## src/rtl/sertx_pkg.sv

```systemverilog
package sertx_pkg;

   typedef enum logic [2:0] {
      SH_IDLE  = 3'd0,
      SH_ARM   = 3'd1,
      SH_START = 3'd2,
      SH_DATA  = 3'd3,
      SH_STOP  = 3'd4
   } sh_state_t;

   function automatic int size_bits(input int span);
      return (span > 1) ? $clog2(span) : 1;
   endfunction

endpackage

```

## src/rtl/sertx_holdbuf.sv

```systemverilog
module sertx_holdbuf #(
   parameter int DATA_W = 8,
   parameter int MIN_W  = 5,
   parameter int SIZE_W = 2
) (
   input  logic              clk,
   input  logic              rst_n,
   input  logic              wr_en,
   input  logic [DATA_W-1:0] wr_data,
   input  logic [SIZE_W-1:0] char_size,
   input  logic              load,
   output logic              buf_full,
   output logic [DATA_W-1:0] buf_q
);

   logic [DATA_W-1:0] keep;
   logic              accept;

   for (genvar gi = 0; gi < DATA_W; gi++) begin : g_keep
      if (gi < MIN_W) begin : g_always
         assign keep[gi] = 1'b1;
      end else begin : g_sized
         assign keep[gi] = ({1'b0, char_size} > (SIZE_W+1)'(gi - MIN_W));
      end
   end

   assign accept = wr_en && !buf_full;

   always_ff @(posedge clk) begin
      if (!rst_n) begin
         buf_full <= 1'b0;
         buf_q    <= '0;
      end else begin
         if (accept) begin
            buf_full <= 1'b1;
            buf_q    <= wr_data & keep;
         end else if (load) begin
            buf_full <= 1'b0;
         end
      end
   end

   assert_drop_R2: assert property (@(posedge clk) disable iff (!rst_n)
      (wr_en && buf_full) |=> $stable(buf_q));

endmodule

```

## src/rtl/sertx_shifter.sv

```systemverilog
module sertx_shifter
   import sertx_pkg::*;
#(
   parameter int DATA_W = 8,
   parameter int MIN_W  = 5,
   parameter int SIZE_W = 2,
   localparam int CNT_W = $clog2(DATA_W + 1)
) (
   input  logic              clk,
   input  logic              rst_n,
   input  logic              tx_en,
   input  logic              bit_tick,
   input  logic              buf_full,
   input  logic [DATA_W-1:0] buf_q,
   input  logic [SIZE_W-1:0] char_size,
   output logic              load,
   output logic              frame_end,
   output logic              txd
);

   localparam int SPAN = DATA_W - MIN_W + 1;

   sh_state_t         state;
   logic [DATA_W-1:0] sh;
   logic [CNT_W-1:0]  cnt;
   logic [CNT_W-1:0]  n_q;
   logic [CNT_W-1:0]  n_sel;
   logic [CNT_W:0]    n_raw;

   assign n_raw = (CNT_W+1)'(MIN_W) + (CNT_W+1)'(char_size);

   if ((2 ** SIZE_W) == SPAN) begin : g_exact
      assign n_sel = n_raw[CNT_W-1:0];
   end else begin : g_clamp
      assign n_sel = (n_raw > (CNT_W+1)'(DATA_W)) ? CNT_W'(DATA_W) : n_raw[CNT_W-1:0];
   end

   assign load = tx_en && buf_full &&
                 ((state == SH_IDLE) || ((state == SH_STOP) && bit_tick));
   assign frame_end = tx_en && (state == SH_STOP) && bit_tick;

   always_ff @(posedge clk) begin
      if (!rst_n) begin
         state <= SH_IDLE;
         txd   <= 1'b1;
         sh    <= '0;
         cnt   <= '0;
         n_q   <= CNT_W'(DATA_W);
      end else if (!tx_en) begin
         state <= SH_IDLE;
         txd   <= 1'b1;
      end else begin
         case (state)
            SH_IDLE: begin
               if (load) begin
                  sh    <= buf_q;
                  n_q   <= n_sel;
                  state <= SH_ARM;
               end
            end
            SH_ARM: begin
               if (bit_tick) begin
                  txd   <= 1'b0;
                  state <= SH_START;
               end
            end
            SH_START: begin
               if (bit_tick) begin
                  txd   <= sh[0];
                  sh    <= sh >> 1;
                  cnt   <= CNT_W'(1);
                  state <= SH_DATA;
               end
            end
            SH_DATA: begin
               if (bit_tick) begin
                  if (cnt == n_q) begin
                     txd   <= 1'b1;
                     state <= SH_STOP;
                  end else begin
                     txd <= sh[0];
                     sh  <= sh >> 1;
                     cnt <= cnt + 1'b1;
                  end
               end
            end
            SH_STOP: begin
               if (bit_tick) begin
                  if (load) begin
                     sh    <= buf_q;
                     n_q   <= n_sel;
                     txd   <= 1'b0;
                     state <= SH_START;
                  end else begin
                     state <= SH_IDLE;
                  end
               end
            end
            default: begin
               state <= SH_IDLE;
               txd   <= 1'b1;
            end
         endcase
      end
   end

   assert_off_high_R8: assert property (@(posedge clk) disable iff (!rst_n)
      !tx_en |=> txd);

   assert_start_low_R4: assert property (@(posedge clk) disable iff (!rst_n)
      ((state == SH_ARM) && bit_tick && tx_en) |=> !txd);

endmodule

```

## src/rtl/sertx_flags.sv

```systemverilog
module sertx_flags (
   input  logic clk,
   input  logic rst_n,
   input  logic frame_end,
   input  logic buf_full,
   input  logic int_ack,
   input  logic clr_req,
   output logic tc
);

   logic set_tc;
   logic clr_tc;

   assign set_tc = frame_end && !buf_full;
   assign clr_tc = int_ack || clr_req;

   always_ff @(posedge clk) begin
      if (!rst_n)       tc <= 1'b0;
      else if (set_tc)  tc <= 1'b1;
      else if (clr_tc)  tc <= 1'b0;
   end

   assert_tc_cause_R5: assert property (@(posedge clk) disable iff (!rst_n)
      $rose(tc) |-> $past(frame_end && !buf_full));

   assert_tc_clear_R7: assert property (@(posedge clk) disable iff (!rst_n)
      (clr_tc && !frame_end) |=> !tc);

endmodule

```

## src/rtl/sertx_ctrl.sv

```systemverilog
module sertx_ctrl
   import sertx_pkg::*;
#(
   parameter int DATA_W       = 8,
   parameter int MIN_W        = 5,
   parameter int REG_W        = 8,
   parameter int STAT_TC_BIT  = 6,
   parameter int STAT_DRE_BIT = 5,
   localparam int SIZE_W      = size_bits(DATA_W - MIN_W + 1)
) (
   input  logic              clk,
   input  logic              rst_n,
   input  logic              wr_en,
   input  logic [DATA_W-1:0] wr_data,
   input  logic              tx_en,
   input  logic [SIZE_W-1:0] char_size,
   input  logic              bit_tick,
   input  logic              stat_wr,
   input  logic [REG_W-1:0]  stat_wdata,
   input  logic              int_ack,
   output logic              txd,
   output logic              dre,
   output logic              tc,
   output logic [REG_W-1:0]  status
);

   if (MIN_W < 1 || MIN_W > DATA_W) begin : g_bad_min
      $error("MIN_W must lie between 1 and DATA_W");
   end
   if (STAT_TC_BIT >= REG_W || STAT_DRE_BIT >= REG_W || STAT_TC_BIT == STAT_DRE_BIT) begin : g_bad_bits
      $error("status bit positions must be distinct and inside REG_W");
   end

   logic              buf_full;
   logic [DATA_W-1:0] buf_q;
   logic              load;
   logic              frame_end;
   logic              clr_req;
   logic              stat_unused;

   assign clr_req     = stat_wr && stat_wdata[STAT_TC_BIT];
   assign stat_unused = ^stat_wdata;

   sertx_holdbuf #(.DATA_W(DATA_W), .MIN_W(MIN_W), .SIZE_W(SIZE_W)) u_buf (
      .clk       (clk),
      .rst_n     (rst_n),
      .wr_en     (wr_en),
      .wr_data   (wr_data),
      .char_size (char_size),
      .load      (load),
      .buf_full  (buf_full),
      .buf_q     (buf_q)
   );

   sertx_shifter #(.DATA_W(DATA_W), .MIN_W(MIN_W), .SIZE_W(SIZE_W)) u_shift (
      .clk       (clk),
      .rst_n     (rst_n),
      .tx_en     (tx_en),
      .bit_tick  (bit_tick),
      .buf_full  (buf_full),
      .buf_q     (buf_q),
      .char_size (char_size),
      .load      (load),
      .frame_end (frame_end),
      .txd       (txd)
   );

   sertx_flags u_flags (
      .clk       (clk),
      .rst_n     (rst_n),
      .frame_end (frame_end),
      .buf_full  (buf_full),
      .int_ack   (int_ack),
      .clr_req   (clr_req),
      .tc        (tc)
   );

   assign dre = !buf_full;

   always_comb begin
      status               = '0;
      status[STAT_TC_BIT]  = tc;
      status[STAT_DRE_BIT] = dre;
   end

   assert_accept_R3: assert property (@(posedge clk) disable iff (!rst_n)
      (wr_en && dre) |=> !dre);

   assert_hold_off_R8: assert property (@(posedge clk) disable iff (!rst_n)
      (!tx_en && !dre) |=> !dre);

endmodule

```

## config.mk

```make
export PLATFORM = sky130hd
export DESIGN_NAME = sertx_ctrl
export DESIGN_NICKNAME = d
export VERILOG_FILES = /design/src/rtl/sertx_pkg.sv /design/src/rtl/sertx_holdbuf.sv /design/src/rtl/sertx_shifter.sv /design/src/rtl/sertx_flags.sv /design/src/rtl/sertx_ctrl.sv
export SDC_FILE = /design/constraint.sdc
export NUM_CORES = 1
export LEC_CHECK = 0
export ABC_AREA = 1
export BUFFER_PORTS_ARGS = -buffer_cell sky130_fd_sc_hd__buf_2
export CAP_MARGIN = 30
export CELL_PAD_IN_SITES_DETAIL_PLACEMENT = 1
export CELL_PAD_IN_SITES_GLOBAL_PLACEMENT = 1
export CORE_ASPECT_RATIO = 1.5
export CORE_MARGIN = 2
export CORE_UTILIZATION = 34
export CTS_CLUSTER_SIZE = 30
export DETAILED_ROUTE_END_ITERATION = 8
export GPL_ROUTABILITY_DRIVEN = 0
export MAX_ROUTING_LAYER = met4
export PLACE_DENSITY = 0.86
export SETUP_SLACK_MARGIN = 0.02
export SLEW_MARGIN = 0
export SYNTH_ARGS = -nofsm -noshare
export SYNTH_HDL_FRONTEND = slang
export SYNTH_SLANG_ARGS = --single-unit
```

## constraint.sdc

```tcl
create_clock -name clk -period 1.2 [get_ports clk]
set_input_delay 0 -clock clk [delete_from_list [all_inputs] [get_ports clk]]
set_output_delay 0 -clock clk [all_outputs]
set_load 0.01 [all_outputs]
```

==> summary.md, run 1 <==
| Metric | Value |
|---|---|
| Post-synthesis instance total | `242` |
| Post-layout worst setup margin | `-148 ps` |
| First drt pass iteration count | `4` |
| Tot Pwr | `0.00239 W` |
| Max-cap violations | `0` |
| TritonCTS clock tree | `done` |
| Area growth, synth to finish | `43.4%` |
| Die W | `60.6 um` |
| Max clock buf depth | `2` |
| Netlist Area Pre-Place | `0.00164 mm^2` |
| Detail Route met3 WL | `126 um` |
| Syn Area/Cell | `6.76 um^2` |
| Via density | `4.76` |
| Most frequent cell after synthesis | `nand2_1` |
| Layout Nets | `332` |
| Period utilization | `112%` |
| Layout cell share with drive strength beyond 1 | `39.9%` |
| Count of input and output buffers | `22` |
| Drt first-iter violations | `29` |
| Antenna violations before repair | `0` |
| Worst Hold Class | `input pin to register` |
| Post-Layout Cell Count | `367` |
| Reg clk slew, reported paths | `60 ps` |
| Largest net degree at the start of global routing | `12` |
| Root Driver | `clkbuf_8` |
| Synth Area in Compound Gates | `11.8%` |
| Routed length on met1 | `2020 um` |
| I/O Pins | `36` |
| Top FF cell, synth | `dfxtp_1` |
| WHS | `13.8 ps` |
| Dpl cell area | `0.00196 mm^2` |
| Synth unique cells | `28` |
| Worst EP arrival | `1530 ps` |
| Flops & latches, synth | `30` |
| Post-synth top area share | `36.7%` |
| Worst setup EP type | `register` |
| Register area share after synthesis | `36.7%` |
| # clock sinks | `30` |
| Adder-Cell Fraction of Synth Area | `3.82%` |
| H-tree levels | `2` |
| Initial Util | `35.7%` |
| Synth Area in Simple Gates | `33.9%` |
| Violated checks | `negative setup slack` |
| RSZ-0062 raised after global routing | `true` |
| Final min period | `1350 ps` |
| Vias in the first global route | `1,909` |
| # DRC | `0` |
| Placed cell count | `345` |
| First-pass GRT wire length | `8490 um` |
| List of most frequent post-synthesis cells | `nand2_1 (63), nor2_1 (40), inv_1 (31), dfxtp_1 (30), o21ai_0 (17)` |
| Max Used Layer | `met4` |
| DR vias | `1,746` |
| Routed len/inst | `14.3 um` |
| Total detailed-routing wirelength | `5260 um` |
| Area of the core | `0.00458 mm^2` |
| Total negative slack | `-1710 ps` |
| Main combinational cell family by area after synthesis | `simple AND/OR/NAND/NOR gates` |
| Synth warn | `0` |
| LEAKAGE | `1.11 nW` |
| Row cnt | `30` |
| Grt ovf | `0` |
| Met2 wire len | `2990 um` |
| Die area | `0.00540 mm^2` |
| CP Class | `register to register` |
| Data required time at the worst endpoint | `1380 ps` |
| Fin Clk Skew | `2.85 ps` |
| Final slew viol count | `0` |
| Fmax | `0.742 GHz` |
| Critical Path Start Type | `register` |
| Final Hold Fails | `0` |
| ANT nets after route | `0` |
| Post-synth top area cell | `dfxtp_1` |
| XOR/XNOR Fraction of Synth Area | `1.07%` |
| Post-DP HPWL | `3400 um` |
| Status | `finished with violations` |
| FFs w/ async S/R, synth | `0%` |
| Die H | `89.0 um` |
| Maximum VDD drop | `0.000835 V` |
| CTS buffer count | `5` |
| Power Density | `1020 mW/mm^2` |
| # diodes | `0` |
| Largest cells by area after synthesis | `dfxtp_1 (37%), nand2_1 (14%), nor2_1 (9.2%)` |
| CP Max Fanout | `8` |
| Total Routing Usage GR | `22.0%` |
| Final non-filler cell area | `0.00235 mm^2` |
| Clock latency on the worst-skew pair | `290 ps` |
| Post-synth EDFFs | `0` |
| Final setup viols | `22` |
| Post-synthesis mux area share | `0%` |
flip-flops by register name, summed over array words and instances (netlist names):
signal,cells
u_flags.tc,1
u_shift.n_q,4
u_buf.buf_q,8
u_shift.state,3
u_shift.txd,1
u_buf.buf_full,1
u_shift.sh,8
u_shift.cnt,4
worst paths after layout:
kind              slack, ps                          start  depth (start not counted)                     endpoint
hold / removal           10                        stat_wr                          4      u_flags.tc$_SDFFE_PN0P_
setup / recovery       -150  u_shift.state[1]$_SDFFE_PN0P_                          6   u_shift.sh[3]$_SDFFE_PN0P_
hold reg to reg         480    u_buf.buf_q[5]$_SDFFE_PN0P_                          2  u_buf.buf_q[5]$_SDFFE_PN0P_
setup reg to reg       -150  u_shift.state[1]$_SDFFE_PN0P_                          6   u_shift.sh[3]$_SDFFE_PN0P_
critical path, stage by stage (launching register included):
cell and delay, ps:
dfxtp_4 390, nor2_4 60, nor2_1 170, o21a_2 250, nand3_4 150, nor2_1 160
nor2_1 70
placed cells by master, fill, tap and decap left out, drive strengths merged, types with 2 or more instances in the layout:
cell type | synthesis | layout
nand2 | 64 | 64
nor2 | 43 | 43
nand4 | 6 | 6
clkbuf | 2 | 7
o21ai | 19 | 19
xor2 | 2 | 2
a21oi | 13 | 13
dfxtp | 30 | 30
inv | 32 | 32
ha | 5 | 5
dlygate4sd3 | 0 | 10
nand3 | 9 | 10
conb | 1 | 6
o22ai | 2 | 2
buf | 10 | 49
timing repair:
item                                    CTS  global route
endpoints found under the setup margin   22            27
endpoints found under the hold margin    10             0
cloned                                    1             0
hold buffers                             10             0
resized for setup                        36            27
buffers inserted                          2             1
pin swaps                                14             7
per-layer routing:
metal / vias up / GRT usage [%]
met4: 0 / 8.89
met5: - / -
li1: 868 / -
met3: 10 / 4.34
met2: 30 / 41.2
met1: 838 / 21.2
cell families after synthesis:
group / after synthesis
AO/OA/AOI/OAI: 36
XOR/XNOR: 2
adder cells (fa/ha/maj): 5
buffers and inverters: 44
flip-flops: 30
other: 1
AND/OR/NAND/NOR: 124
layout make-up:
class	count	area (um^2)
fillers	593	2230
repair buffers	59	425
flip-flops and latches	30	617
clock buffers	7	86.3
inverters	32	123
multi-input cells	174	1010
well taps	64	80.1
clock inverters	1	5.00
power by group:
group | switching, W | leakage [nW] | total [W] | internal, W
clock network | 0.000389 | 0.0482 | 0.000851 | 0.000462
logic | 0.000269 | 0.817 | 0.000458 | 0.000189
registers | 0.0000285 | 0.250 | 0.00108 | 0.00105
through the flow:
stage | utilization, % | setup slack [ps]
2_1_floorplan | - | -11.2
3_3_place_gp | 42.8 | -159
3_5_place_dp | 42.8 | -186
4_1_cts | 49.4 | -116
5_1_grt | 51.3 | -246
6_report | 51.3 | -148
Note: power is estimated with default switching activity, not from simulation.
==> inputs of run 2 (changes only) <==
Settings changed: ABC_AREA 1 to not set, CORE_UTILIZATION 34 to 36.
==> run 2 against run 1 <==
The flow finishes with violations (design-rule violations, negative setup slack). Clock skew grew 12 ps. Sequential share of layout area shrank 0.78 points. Sequential power is essentially flat. Register-to-register slack lost 470 ps. Die area shrank 6.1%. Design area grew 3.7%. Area after synthesis shrank 0.99%. Routed wire length grew 14%. Synthesized cell count shrank 23%. Global-route usage shrank 0.64 points. Hold slack gained 4.0 ps. Critical endpoint is now u_shift.sh[2]$_SDFFE_PN0P_. Highest routed layer unchanged.
==> summary.md, run 2 <==
| Metric | Value |
|---|---|
| Status | `finished with violations` |
| Violated checks | `design-rule violations, negative setup slack` |
| Total detailed-routing wirelength | `6000 um` |
| Maximum VDD drop | `0.000913 V` |
| M3 GR Usage | `4.68%` |
| Fmax | `0.549 GHz` |
| Area growth, synth to finish | `50.2%` |
| Routed len/inst | `20.3 um` |
| Most frequent cells in the layout | `nand2_1 (34), buf_4 (25), buf_2 (22)` |
| Syn Area/Cell | `8.66 um^2` |
| Layout fillers | `502` |
| Largest cells by area after synthesis | `dfxtp_1 (37%), nand2_1 (8.3%), mux2i_1 (5.6%)` |
| CP Max Fanout | `8` |
| Synth Area in Simple Gates | `21.1%` |
| Post-synth top area cell | `dfxtp_1` |
| Area of the core | `0.00428 mm^2` |
| Antenna violations before repair | `0` |
| Netlist Area Pre-Place | `0.00162 mm^2` |
| Rel. slew slack | `64.0%` |
| List of most frequent post-synthesis cells | `nand2_1 (36), dfxtp_1 (30), mux2i_1 (9), a21boi_0 (8), buf_4 (8)` |
| Max clock buf depth | `2` |
| Vias in the first global route | `1,655` |
| Die area | `0.00506 mm^2` |
| Post-DP HPWL | `3050 um` |
| Adder-Cell Fraction of Synth Area | `3.86%` |
| Gr busiest metal | `met2` |
| Root Driver | `clkbuf_8` |
| Grt ovf | `0` |
| Period utilization | `152%` |
| Die H | `86.2 um` |
| XOR/XNOR Fraction of Synth Area | `2.16%` |
| Clock latency on the worst-skew pair | `310 ps` |
| Largest net degree at the start of global routing | `24` |
| Tot Pwr | `0.00237 W` |
| Layout Nets | `279` |
| Worst EP arrival | `2050 ps` |
| LEAKAGE | `1.07 nW` |
| Post-layout worst setup margin | `-622 ps` |
| Total Routing Usage GR | `21.3%` |
| Synth warn | `0` |
| Max-cap violations | `0` |
| GR Util met1 | `20.7%` |
| Post-synthesis instance total | `187` |
| Post-Layout Cell Count | `296` |
| # diodes | `0` |
| Die W | `58.8 um` |
| Initial Util | `37.8%` |
| Reg clk slew, reported paths | `80 ps` |
| Post-synth EDFFs | `0` |
| I/O Pins | `36` |
| Layout cell share with drive strength beyond 1 | `43.6%` |
| Synth Area in Compound Gates | `17.1%` |
| Placed cell count | `270` |
| Final Hold Fails | `0` |
| Top FF cell, synth | `dfxtp_1` |
| Power Density | `974 mW/mm^2` |
| FF+latch area | `621 um^2` |
| Count of input and output buffers | `22` |
| WHS | `17.9 ps` |
| Row cnt | `29` |
| Fin Clk Skew | `14.4 ps` |
| Final setup viols | `20` |
| Flops & latches, synth | `30` |
| ANT nets after route | `0` |
| Final min period | `1820 ps` |
| Worst Hold Class | `input pin to register` |
| RSZ-0062 raised after global routing | `true` |
| Drt first-iter violations | `62` |
| H-tree levels | `2` |
| First-pass GRT wire length | `7750 um` |
| Post-synth top area share | `37.1%` |
| Worst setup EP type | `register` |
| # clock sinks | `30` |
| Main combinational cell family by area after synthesis | `simple AND/OR/NAND/NOR gates` |
| Synth unique cells | `40` |
| CTS buffer count | `5` |
| TritonCTS clock tree | `done` |
| First drt pass iteration count | `6` |
| Critical Path Start Type | `register` |
| FFs w/ async S/R, synth | `0%` |
| Register area share after synthesis | `37.1%` |
| Data required time at the worst endpoint | `1420 ps` |
| CP Class | `register to register` |
| Via density | `5.57` |
| Post-synthesis mux area share | `10.4%` |
| Least-Margin Pin Slew | `534 ps` |
| # DRC | `2` |
| Most frequent cell after synthesis | `nand2_1` |
| Commonest non-fill, non-tap cell in the layout | `nand2_1` |
| Area of the multi-input gates | `0.00107 mm^2` |
| Biggest regs | `u_buf.buf_q (8), u_shift.sh (8)` |
| Global routing usage on met2 | `38.3%` |
| DR vias | `1,648` |
| Total negative slack | `-8950 ps` |
| Final slew viol count | `0` |
==> run 2: cell count changes after synthesis, sizes merged, moves of 5 or more <==
| cell | before | now |
|---|---|---|
| a21oi | 13 | 4 |
| a21boi | 0 | 8 |
| nand2 | 64 | 36 |
| o21ai | 19 | 4 |
| mux2 | 0 | 7 |
| clkbuf | 2 | 7 |
| inv | 32 | 7 |
| mux2i | 0 | 9 |
| nor2 | 43 | 6 |
==> run 2: path summary, 6_finish.rpt <==
kind | slack (ps) | to | from | cells past startpoint
worst max-delay path | -620 | u_shift.sh[2]$_SDFFE_PN0P_ | u_shift.n_q[1]$_SDFFE_PN0P_ | 5
worst min-delay path | 20 | u_flags.tc$_SDFFE_PN0P_ | int_ack | 3
worst max register to register | -620 | u_shift.sh[2]$_SDFFE_PN0P_ | u_shift.n_q[1]$_SDFFE_PN0P_ | 5
worst min register to register | 460 | u_buf.buf_q[3]$_SDFFE_PN0P_ | u_buf.buf_q[3]$_SDFFE_PN0P_ | 2
==> run 2: critical path, stage by stage (launching register included) <==
cell	delay [ps]
dfxtp_4	370
xor2_4	200
or4_4	560
o221ai_4	200
buf_12	170
mux2i_2	230
==> run 2: stage by stage <==
step | utilization, % | cell area, um^2 | setup slack (ps)
2_1_floorplan | - | 1670 | -424
3_3_place_gp | 45.5 | 1950 | -391
3_5_place_dp | 45.5 | 1950 | -469
4_1_cts | 51.5 | 2200 | -493
5_1_grt | 56.8 | 2430 | -633
6_report | 56.8 | 2430 | -622
==> run 2: cell families (layout without fill, tap and decap cells) <==
kind of cell               after synthesis  count (layout)
xor gates and xnor gates                 4               4
other                                    1               6
adders and majority gates                5               5
muxes                                   16              16
DFF                                     30              30
and+or+nand+nor                         70              70
buffers and inverters                   26              84
AOI/OAI and AO/OA                       35              35
==> run 2: final cells by class <==
type                            instances  area share [%]
Multi-Input combinational cell        136            44.2
Tap cell                               46            2.37
Timing Repair Buffer                   69            23.1
Inverter                                7            1.08
Clock buffer                            7            3.55
Sequential cell                        30            25.5
Clock inverter                          1           0.206
==> run 2: report_power, final <==
| part | switching [W] | leakage [nW] | internal (W) |
|---|---|---|---|
| Combinational | 0.000206 | 0.768 | 0.000214 |
| Clock | 0.000436 | 0.0482 | 0.000463 |
| Sequential | 0.0000271 | 0.249 | 0.00102 |
| Total | 0.000670 | 1.07 | 0.00170 |
==> run 2: layer usage <==
layer / vias to the layer above / routed length [um]
met1: 812 / 2220
met3: 24 / 237
li1: 755 / -
met4: 0 / 337
met5: - / 0
met2: 57 / 3200
==> run 2: what timing repair did <==
| item | in CTS | in global routing |
|---|---|---|
| setup buffers | 4 | 9 |
| endpoints found under the hold margin | 7 | 0 |
| hold buffers | 7 | 0 |
| resized for setup | 19 | 39 |
| setup endpoints to repair | 26 | 26 |
| pin swaps | 0 | 13 |
==> inputs of run 3 (changes only) <==
Settings changed: CORE_UTILIZATION 36 to 39, PLACE_DENSITY 0.86 to 0.89.
Clock period 1.2 ns to 1.8 ns, I/O delays scaled along.
==> run 3 against run 2 <==
The run now ends clean. Via count shrank 15%. Flip-flop and latch count unchanged. Non-clock buffer count is 30 lower. Sequential share of layout area increased by 5.2 points. Clock skew down 8.8 ps. Design area down 20%. Utilization fell by 7.5 points. Global-route usage decreased by 2.9 points. Setup slack improved by 700 ps. Critical path depth is the same. Critical endpoint is now u_shift.sh[7]$_SDFFE_PN0P_.
==> summary.md, run 3 (same netlist as run 2, synthesis figures left out) <==
| Metric | Value |
|---|---|
| Status | `finished clean` |
| Clock Power Share | `39.7%` |
| CP Max Fanout | `8` |
| Via density | `5.26` |
| RSZ-0062 raised after global routing | `false` |
| Initial Util | `40.9%` |
| Total detailed-routing wirelength | `3830 um` |
| # diodes | `0` |
| Layout cell share with drive strength beyond 1 | `24.1%` |
| Least-Margin Pin Slew | `493 ps` |
| TritonCTS clock tree | `done` |
| Area of the core | `0.00396 mm^2` |
| # clock sinks | `30` |
| Worst setup EP type | `register` |
| Fmax | `0.582 GHz` |
| Final Hold Fails | `0` |
| Biggest regs | `u_buf.buf_q (8), u_shift.sh (8)` |
| Dpl cell area | `0.00180 mm^2` |
| Flop pwr share | `48.2%` |
| Final setup viols | `0` |
| Final min period | `1720 ps` |
| First drt pass iteration count | `4` |
| Tot Pwr | `0.00145 W` |
| FF+latch area | `601 um^2` |
| Area of the multi-input gates | `910 um^2` |
| LEAKAGE | `0.857 nW` |
| Power Density | `741 mW/mm^2` |
| Period utilization | `95.5%` |
| Max-cap violations | `0` |
| Total negative slack | `0 ps` |
| Largest net degree at the start of global routing | `29` |
| Switching share of power | `26.0%` |
| DR vias | `1,394` |
| Critical Path Start Type | `register` |
| Total Routing Usage GR | `18.4%` |
| Routed len/inst | `14.5 um` |
| Antenna violations before repair | `0` |
| Max clock buf depth | `2` |
| Maximum VDD drop | `0.000506 V` |
| CP Class | `register to register` |
| Post-Layout Cell Count | `265` |
| Die H | `82.9 um` |
| Final non-filler cell area | `0.00195 mm^2` |
| Row cnt | `28` |
| CTS buffer count | `5` |
| ANT nets after route | `0` |
| Count of input and output buffers | `22` |
| Data required time at the worst endpoint | `2010 ps` |
| Fin Clk Skew | `5.61 ps` |
| Post-DP HPWL | `2780 um` |
| Area growth, synth to finish | `20.5%` |
| Internal power | `0.00107 W` |
| Vias in the first global route | `1,428` |
| Layout Nets | `249` |
| Placed cell count | `251` |
| Commonest non-fill, non-tap cell in the layout | `nand2_1` |
| Die W | `56.6 um` |
| Rel. slew slack | `66.8%` |
| Reg clk slew, reported paths | `70 ps` |
| Drt first-iter violations | `34` |
| R2R Setup Slk | `80 ps` |
| Logic pwr share | `12.1%` |
| Psw | `0.000377 W` |
| Layout fillers | `499` |
| Most frequent cells in the layout | `nand2_1 (36), dfxtp_1 (30), buf_2 (22)` |
| Root Driver | `clkbuf_8` |
| Grt ovf | `0` |
| # DRC | `0` |
| Worst Hold Class | `input pin to register` |
| Final slew viol count | `0` |
| Worst EP arrival | `1930 ps` |
| First-pass GRT wire length | `6630 um` |
| I/O Pins | `36` |
| Clock latency on the worst-skew pair | `290 ps` |
| Die area | `0.00470 mm^2` |
| H-tree levels | `2` |
[run 3: power groups by stage]
stage	sequential [W]	clock [W]	combinational, W
detailed placement	0.000713	0	0.000164
CTS	0.000698	0.000591	0.000175
finish	0.000698	0.000574	0.000175
floorplan	0.000708	0	0.000117
global route	0.000701	0.000616	0.000194
global placement	0.000712	0	0.000158
[run 3: path summary, 6_finish.rpt]
kind | from | cells past startpoint | end
min reg2reg | u_buf.buf_q[7]$_SDFFE_PN0P_ | 2 | u_buf.buf_q[7]$_SDFFE_PN0P_
max | u_shift.n_q[1]$_SDFFE_PN0P_ | 5 | u_shift.sh[7]$_SDFFE_PN0P_
max reg2reg | u_shift.n_q[1]$_SDFFE_PN0P_ | 5 | u_shift.sh[7]$_SDFFE_PN0P_
min | wr_data[5] | 3 | u_buf.buf_q[5]$_SDFFE_PN0P_
[run 3: final cells by class]
class	count	area share (%)
clock buffer	6	4.23
tap	45	2.88
timing repair buffer	39	13.6
sequential	30	30.7
clock inverter	2	0.641
inverter	7	1.35
multi-input combinational	136	46.6
[run 3: critical path: stages, from the launching register on]
cell      delay (ps)
dfxtp_1          320
xor2_1           180
or4_4            590
o221ai_4         190
buf_12           170
mux2i_1          200
[run 3: per-stage QoR]
stage               setup WS, ps  util (%)  hold WS [ps]
floorplan                    136         -           145
global placement             129      45.4           251
detailed placement          62.1      45.4           259
CTS                         48.6      49.3          1.41
global route                30.0      49.3          47.0
finish                      80.5      49.3          10.7
[run 3: timing repair]
| action | CTS | global route |
|---|---|---|
| resized for setup | 0 | 1 |
| setup buffers | 0 | 0 |
| hold endpoints to repair | 6 | 0 |
| setup endpoints to repair | 0 | 5 |
| hold buffers | 6 | 0 |
[run 3: routing by layer]
| layer | vias up | share of wire (%) | GRT usage [%] |
|---|---|---|---|
| met5 | - | 0 | - |
| met4 | 0 | 2.6 | 9.09 |
| met3 | 9 | 3.1 | 3.58 |
| met2 | 25 | 54 | 31.3 |
| met1 | 666 | 40 | 20.0 |
| li1 | 694 | - | - |
